## src/rtl/eg_pkg.sv

```systemverilog
package eg_pkg;

   typedef enum logic [2:0] {
      EG_IDLE    = 3'd0,
      EG_ATTACK  = 3'd1,
      EG_DECAY   = 3'd2,
      EG_HOLD    = 3'd3,
      EG_FALL    = 3'd4,
      EG_RELEASE = 3'd5,
      EG_DAMP    = 3'd6
   } eg_phase_t;

   localparam int          EG_CODE_W    = 4;
   localparam logic [3:0]  EG_CODE_DAMP = 4'hE;
   localparam logic [3:0]  EG_CODE_FADE = 4'h9;
   localparam logic [3:0]  EG_CODE_TAIL = 4'h6;
   localparam logic [3:0]  EG_CODE_MAX  = 4'hF;

   // step period exponent for a moving code
   function automatic int eg_rate_shift(input logic [3:0] code,
                                        input logic       is_attack,
                                        input int         base);
      int sh;
      if (code == EG_CODE_MAX)
         sh = base - 2;
      else
         sh = base + (14 - int'(code));
      if (is_attack)
         sh = sh - 1;
      return sh;
   endfunction

endpackage

```

## src/rtl/eg_rate_sel.sv

```systemverilog
module eg_rate_sel
   import eg_pkg::*;
#(
   parameter  int RATE_BASE = 2,
   parameter  int SHIFT_W   = 4
)(
   input  eg_phase_t             phase,
   input  logic [EG_CODE_W-1:0]  atk_rate,
   input  logic [EG_CODE_W-1:0]  dec_rate,
   input  logic [EG_CODE_W-1:0]  rel_rate,
   input  logic                  hold_mode,
   input  logic                  long_tail,
   output logic [SHIFT_W-1:0]    shift,
   output logic                  moves,
   output logic                  instant
);

   logic [EG_CODE_W-1:0] code;
   logic [EG_CODE_W-1:0] off_code;
   logic                 attacking;
   logic                 active;

   always_comb begin
      if (long_tail)
         off_code = EG_CODE_TAIL;
      else if (hold_mode)
         off_code = rel_rate;
      else
         off_code = EG_CODE_FADE;
   end

   always_comb begin
      attacking = 1'b0;
      active    = 1'b1;
      unique case (phase)
         EG_ATTACK: begin
            code      = atk_rate;
            attacking = 1'b1;
         end
         EG_DECAY:   code = dec_rate;
         EG_FALL:    code = rel_rate;
         EG_RELEASE: code = off_code;
         EG_DAMP:    code = EG_CODE_DAMP;
         default: begin
            code   = '0;
            active = 1'b0;
         end
      endcase
   end

   always_comb begin
      moves   = active && (code >= 4'd2);
      instant = attacking && (code == EG_CODE_MAX);
      if (moves && !instant)
         shift = SHIFT_W'(eg_rate_shift(code, attacking, RATE_BASE));
      else
         shift = '0;
   end

endmodule

```

## src/rtl/eg_prescaler.sv

```systemverilog
module eg_prescaler #(
   parameter  int CNT_W   = 15,
   parameter  int SHIFT_W = 4
)(
   input  logic               clk,
   input  logic               rst_n,
   input  logic               sample_en,
   input  logic [SHIFT_W-1:0] shift,
   input  logic               moves,
   input  logic               instant,
   output logic               step
);

   logic [CNT_W-1:0] tick_q;
   logic [CNT_W-1:0] mask;
   logic             aligned;

   always_ff @(posedge clk or negedge rst_n) begin
      if (!rst_n)
         tick_q <= '0;
      else if (sample_en)
         tick_q <= tick_q + 1'b1;
   end

   // low 'shift' bits of the sample counter must all be zero
   always_comb begin
      mask    = ~({CNT_W{1'b1}} << shift);
      aligned = ((tick_q & mask) == '0);
      step    = sample_en && moves && (instant || aligned);
   end

endmodule

```

## src/rtl/eg_level_fsm.sv

```systemverilog
module eg_level_fsm
   import eg_pkg::*;
#(
   parameter  int LVL_BITS = 8,
   parameter  int ENV_W    = LVL_BITS + 1
)(
   input  logic                 clk,
   input  logic                 rst_n,
   input  logic                 key_on,
   input  logic                 key_off,
   input  logic                 step,
   input  logic                 instant,
   input  logic                 hold_mode,
   input  logic [3:0]           sus_lvl,
   output eg_phase_t            phase_q,
   output logic [ENV_W-1:0]     env_q
);

   localparam logic [ENV_W-1:0] FULL = ENV_W'(1) << LVL_BITS;

   eg_phase_t          phase_d;
   logic [ENV_W-1:0]   env_d;
   logic [ENV_W-1:0]   sl_target;
   logic [ENV_W-1:0]   env_up;

   assign sl_target = ENV_W'(sus_lvl) << (LVL_BITS - 4);
   assign env_up    = env_q + ENV_W'(step);

   always_comb begin
      phase_d = phase_q;
      env_d   = env_q;
      if (key_on) begin
         phase_d = (phase_q == EG_IDLE) ? EG_ATTACK : EG_DAMP;
      end else if (key_off) begin
         if (phase_q != EG_IDLE && phase_q != EG_RELEASE)
            phase_d = EG_RELEASE;
      end else begin
         unique case (phase_q)
            EG_ATTACK: begin
               if (step) begin
                  if (instant || env_q <= ENV_W'(1)) begin
                     env_d   = '0;
                     phase_d = EG_DECAY;
                  end else begin
                     env_d = env_q - 1'b1;
                  end
               end
            end
            EG_DECAY: begin
               if (env_q >= sl_target)
                  phase_d = hold_mode ? EG_HOLD : EG_FALL;
               else if (step)
                  env_d = env_q + 1'b1;
            end
            EG_FALL, EG_RELEASE, EG_DAMP: begin
               if (env_up >= FULL) begin
                  env_d   = FULL;
                  phase_d = (phase_q == EG_DAMP) ? EG_ATTACK : EG_IDLE;
               end else begin
                  env_d = env_up;
               end
            end
            default: ;
         endcase
      end
   end

   always_ff @(posedge clk or negedge rst_n) begin
      if (!rst_n) begin
         phase_q <= EG_IDLE;
         env_q   <= FULL;
      end else begin
         phase_q <= phase_d;
         env_q   <= env_d;
      end
   end

endmodule

```

## src/rtl/eg_out_stage.sv

```systemverilog
module eg_out_stage #(
   parameter  int LVL_BITS = 8,
   parameter  int TL_W     = 6,
   parameter  bit REG_OUT  = 1'b0,
   parameter  int ENV_W    = LVL_BITS + 1
)(
   input  logic               clk,
   input  logic               rst_n,
   input  logic [ENV_W-1:0]   env,
   input  logic [TL_W-1:0]    tot_lvl,
   input  logic               stopped,
   output logic [ENV_W-1:0]   atten,
   output logic               idle
);

   localparam int             SUM_W = ENV_W + 1;
   localparam logic [SUM_W-1:0] FULL_S = SUM_W'(1) << LVL_BITS;

   logic [SUM_W-1:0] sum;
   logic [ENV_W-1:0] sat;

   always_comb begin
      sum = SUM_W'(env) + (SUM_W'(tot_lvl) << (LVL_BITS - TL_W));
      sat = (sum >= FULL_S) ? ENV_W'(FULL_S) : sum[ENV_W-1:0];
   end

   generate
      if (REG_OUT) begin : g_reg
         always_ff @(posedge clk or negedge rst_n) begin
            if (!rst_n) begin
               atten <= ENV_W'(FULL_S);
               idle  <= 1'b1;
            end else begin
               atten <= sat;
               idle  <= stopped;
            end
         end
      end else begin : g_comb
         assign atten = sat;
         assign idle  = stopped;
      end
   endgenerate

endmodule

```

## src/rtl/adsr_env_gen.sv

```systemverilog
module adsr_env_gen
   import eg_pkg::*;
#(
   parameter  int RATE_BASE = 2,
   parameter  int LVL_BITS  = 8,
   parameter  int TL_W      = 6,
   parameter  bit REG_OUT   = 1'b0
)(
   input  logic              clk,
   input  logic              rst_n,
   input  logic              sample_en,
   input  logic              key_on,
   input  logic              key_off,
   input  logic [3:0]        atk_rate,
   input  logic [3:0]        dec_rate,
   input  logic [3:0]        rel_rate,
   input  logic [3:0]        sus_lvl,
   input  logic [TL_W-1:0]   tot_lvl,
   input  logic              hold_mode,
   input  logic              long_tail,
   output logic [LVL_BITS:0] atten,
   output logic              idle
);

   localparam int ENV_W   = LVL_BITS + 1;
   localparam int MAX_SH  = RATE_BASE + 12;
   localparam int CNT_W   = MAX_SH + 1;
   localparam int SHIFT_W = $clog2(CNT_W + 1);

   generate
      if (RATE_BASE < 2) begin : g_bad_base
         $error("RATE_BASE must be at least 2");
      end
      if (LVL_BITS < TL_W || LVL_BITS < 4) begin : g_bad_lvl
         $error("LVL_BITS too small for level fields");
      end
   endgenerate

   eg_phase_t          phase_q;
   logic [ENV_W-1:0]   env_q;
   logic [SHIFT_W-1:0] shift;
   logic               moves;
   logic               instant;
   logic               step;

   eg_rate_sel #(
      .RATE_BASE (RATE_BASE),
      .SHIFT_W   (SHIFT_W)
   ) u_rate (
      .phase     (phase_q),
      .atk_rate  (atk_rate),
      .dec_rate  (dec_rate),
      .rel_rate  (rel_rate),
      .hold_mode (hold_mode),
      .long_tail (long_tail),
      .shift     (shift),
      .moves     (moves),
      .instant   (instant)
   );

   eg_prescaler #(
      .CNT_W   (CNT_W),
      .SHIFT_W (SHIFT_W)
   ) u_pre (
      .clk       (clk),
      .rst_n     (rst_n),
      .sample_en (sample_en),
      .shift     (shift),
      .moves     (moves),
      .instant   (instant),
      .step      (step)
   );

   eg_level_fsm #(
      .LVL_BITS (LVL_BITS),
      .ENV_W    (ENV_W)
   ) u_fsm (
      .clk       (clk),
      .rst_n     (rst_n),
      .key_on    (key_on),
      .key_off   (key_off),
      .step      (step),
      .instant   (instant),
      .hold_mode (hold_mode),
      .sus_lvl   (sus_lvl),
      .phase_q   (phase_q),
      .env_q     (env_q)
   );

   eg_out_stage #(
      .LVL_BITS (LVL_BITS),
      .TL_W     (TL_W),
      .REG_OUT  (REG_OUT),
      .ENV_W    (ENV_W)
   ) u_out (
      .clk     (clk),
      .rst_n   (rst_n),
      .env     (env_q),
      .tot_lvl (tot_lvl),
      .stopped (phase_q == EG_IDLE),
      .atten   (atten),
      .idle    (idle)
   );

endmodule

```

## config.mk

```make
export PLATFORM = sky130hd
export DESIGN_NAME = adsr_env_gen
export DESIGN_NICKNAME = d
export VERILOG_FILES = /design/src/rtl/eg_pkg.sv /design/src/rtl/eg_rate_sel.sv /design/src/rtl/eg_prescaler.sv /design/src/rtl/eg_level_fsm.sv /design/src/rtl/eg_out_stage.sv /design/src/rtl/adsr_env_gen.sv
export SDC_FILE = /design/constraint.sdc
export NUM_CORES = 1
export LEC_CHECK = 0
export CAP_MARGIN = 20
export CORE_MARGIN = 2
export CORE_UTILIZATION = 28
export DETAILED_ROUTE_END_ITERATION = 8
export GPL_TIMING_DRIVEN = 0
export PLACE_DENSITY_LB_ADDON = 0.1
export SYNTH_ARGS = -nofsm -noshare
export SYNTH_HDL_FRONTEND = slang
export SYNTH_SLANG_ARGS = --single-unit
export TNS_END_PERCENT = 1
```

## constraint.sdc

```tcl
create_clock -name clk -period 4.6 [get_ports clk]
set_clock_uncertainty 0.15 [all_clocks]
set_input_delay 0.92 -clock clk [delete_from_list [all_inputs] [get_ports clk]]
set_output_delay 0.92 -clock clk [all_outputs]
set_load 0.02 [all_outputs]
```

==> out/results.tsv <==
metric	value	unit
status	finished with violations	
failed_checks	setup timing	
final_cell_mix	31 x buf_4, 27 x nor2_1, 27 x nand2_1, 25 x dfrtp_1	
io_pins	39	
nets	479	
root_buffer	clkbuf_8	
chipWidth	105	um
grtUsageTotal	15.1	%
seq_power_share	21.2	%
reg2reg_to	u_fsm.phase_q[0]	
r2r-start	u_fsm.phase_q[0]	
crit_path_start_kind	primary input	
synth_area_per_cell	8.10	um^2
final_area	4100	um^2
synth_ff_type	dfrtp_1	
n_antenna_cell	0	
start_util	29.1	%
critical_path.endpoint	u_fsm.phase_q[0]	
initialDrtViolationCount	108	
numCtsBuffers	3	
hold_viol	0	
io_buffers	38	
synth_fa_ha_area_share	9.43	%
yosys.area_share.xor_xnor	7.25	%
antenna_found_initial	0	
synth_warnings	0	
synthArstFlopShare	100	%
regArea	678	um^2
hold_path_class	reg -> reg	
synth_edf_count	0	
worstMarginPinSlew	0.659	ns
critPathMaxFanout	7	
path_clk_slew	0.11	ns
fill_cells	970	
fmax	204	MHz
pwr-share-comb	70.3	%
seq_area_frac_synth	23.6	%
grt_max_degree	28	
viasPerCell	5.19	
grt_overflow	0	
cts_tree	built	
drt-pass1-iter-count	4	
yosys.area_share.simple	25.4	%
dp_slack	-1.67	ns
ff2ff_setup_slack	-0.21	ns
synth_cell_types	78	
clockBufferDepth	2	
post-route-drc-count	0	
max_slew_margin	56.1	%
synth.area.mux_share	0.393	%
final_common_cell	buf_4	
grt_pass1_wl	14.0	mm
maxCapViolCount	0	
grt_pass1_vias	2847	
fin_crit	4.91	ns
area_delta_synth_final	43.2	%
r2r_cells	24	
critPathRequiredTime	4.64	ns
p_leak	1.70	nW
vias	2913	
gp_congestion	0.792	
synth_compound_area_share	29.1	%
critPathLaunch	rel_rate[3]	
rows	36	
fp.coreArea	9860	um^2
p_int	0.910	mW
ir_worst_vdd	0.000185	V
ys_ff_latch	27	
finalSetupViolCount	11	
clock_latency	0.29	ns
critPathKind	in -> reg	
drive_above_1_share	31.8	%
pwr_density_cell	431	nW/um^2
crit_arrival	4.94	ns
synth_fp_nets	404	
cts.sinks	27	
placed_cell_area	3500	um^2
p_switching	0.858	mW
synth_top_family_by_area	compound AO/OA/AOI/OAI gates	
wl_per_cell	14.6	um
rsz0062_at_grt	yes	
whs	0.330	ns
syn_area	2870	um^2
cp-end-kind	flop	
multiInputGateArea	2460	um^2
syn_inst	354	
layout_setup_ws	-0.306	ns
p_sw_share	48.5	%
h-tree-depth	1	
final_min_period_over_clock_period	107	%
die_area	11100	um^2
finalMaxSlewViolations	0	
die_y	105	um
wirelength	8.21	mm
power_frac_clock	8.5	%
postRouteAntennaNets	0	
hpwl	5.99	mm
[synth_stat cells (all sizes together), types with 5 or more instances]
library cell	count	area, um^2
nand2	34	135
nor2	32	123
dfrtp	26	651
o21ai	22	118
ha	20	250
a21oi	17	88.8
nand3	17	85.1
inv	16	60.1
xnor2	16	148
nor3	12	65.1
clkbuf	10	37.5
nor2b	7	43.8
a21o	6	45.0
and3	6	37.5
buf	6	41.3
nand4	6	37.5
o211ai	6	50.1
xor2	6	60.1
and2	5	33.8
nand2b	5	31.3
o31ai	5	37.5
[per-stage QoR]
stage / utilization, % / std cells / setup TNS [ns] / power [mW]
floorplan: - / 354 / -2.91 / 1.13
global placement: 35.5 / 525 / -19.28 / 1.44
detailed placement: 35.5 / 525 / -19.28 / 1.44
CTS: 41.0 / 559 / -0.819 / 1.74
global route: 41.6 / 561 / -4.14 / 1.93
finish: 41.6 / 561 / -2.04 / 1.77
[worst min path at each step]
stage	from	depth (start not counted)	slack, ns	to
floorplan	u_pre.tick_q[14]	1	0.29	u_pre.tick_q[14]
global placement	u_pre.tick_q[14]	1	0.31	u_pre.tick_q[14]
detailed placement	u_pre.tick_q[14]	1	0.32	u_pre.tick_q[14]
CTS	u_pre.tick_q[14]	1	0.34	u_pre.tick_q[14]
global route	u_pre.tick_q[14]	1	0.35	u_pre.tick_q[14]
finish	u_pre.tick_q[14]	1	0.33	u_pre.tick_q[14]
[cells by family after synthesis]
family,count (synthesis)
flip-flops,27
XOR/XNOR,22
multiplexers,1
adder cells (fa/ha/maj),21
AO/OA/AOI/OAI,110
AND/OR/NAND/NOR,141
buffers and inverters,32
[worst max-delay path, cell delays in order]
cell and delay (ns):
clkdlybuf4s50_1 0.44, o211a_4 0.27, o21ai_4 0.18, o21ai_2 0.09
ha_4 0.27, o21ai_4 0.08, or2_4 0.26, o21a_1 0.20
a2111oi_4 0.36, o221a_4 0.28, ha_4 0.14, ha_4 0.14
nand2_4 0.06, nor2_4 0.14, xnor2_2 0.09, nor2b_4 0.17
buf_4 0.16, or3_4 0.37, nor4_4 0.14, a21oi_1 0.06
o311ai_1 0.09
[metal layers]
layer / track usage, % / wire, um
met1: 20.8 / 3840
met2: 25.3 / 4090
met3: 2.31 / 224
met4: 2.19 / 60
met5: 0 / 0
[what timing repair did]
| item | in CTS | in global routing |
|---|---|---|
| gates cloned | 1 | 0 |
| setup endpoints to repair | 21 | 19 |
| gates resized for setup | 99 | 31 |
| pin swaps | 38 | 10 |
| hold buffers | 0 | 0 |
| setup buffers | 31 | 3 |
[state kept, by name, summed over array words and instances (netlist names)]
signal and flops:
u_pre.tick_q 15, u_fsm.phase_q 3, u_fsm.env_q 9
[layout make-up]
type                    count  share of cell area, %
repair buffers             71                   14.6
well taps                 133                   4.05
flip-flops and latches     27                   16.5
clock buffers               3                   1.01
plain buffers              14                   2.07
multi-input cells         296                   60.0
clock inverters             1                  0.183
inverters                  16                   1.52
[power groups by stage]
stage	combinational [mW]	clock (mW)	sequential [mW]
floorplan	0.781	0	0.354
finish	1.24	0.150	0.374
CTS	1.21	0.156	0.374
global placement	1.06	0	0.378
detailed placement	1.06	0	0.376
global route	1.37	0.168	0.386
No activity file was read; power rests on OpenSTA's default activity.
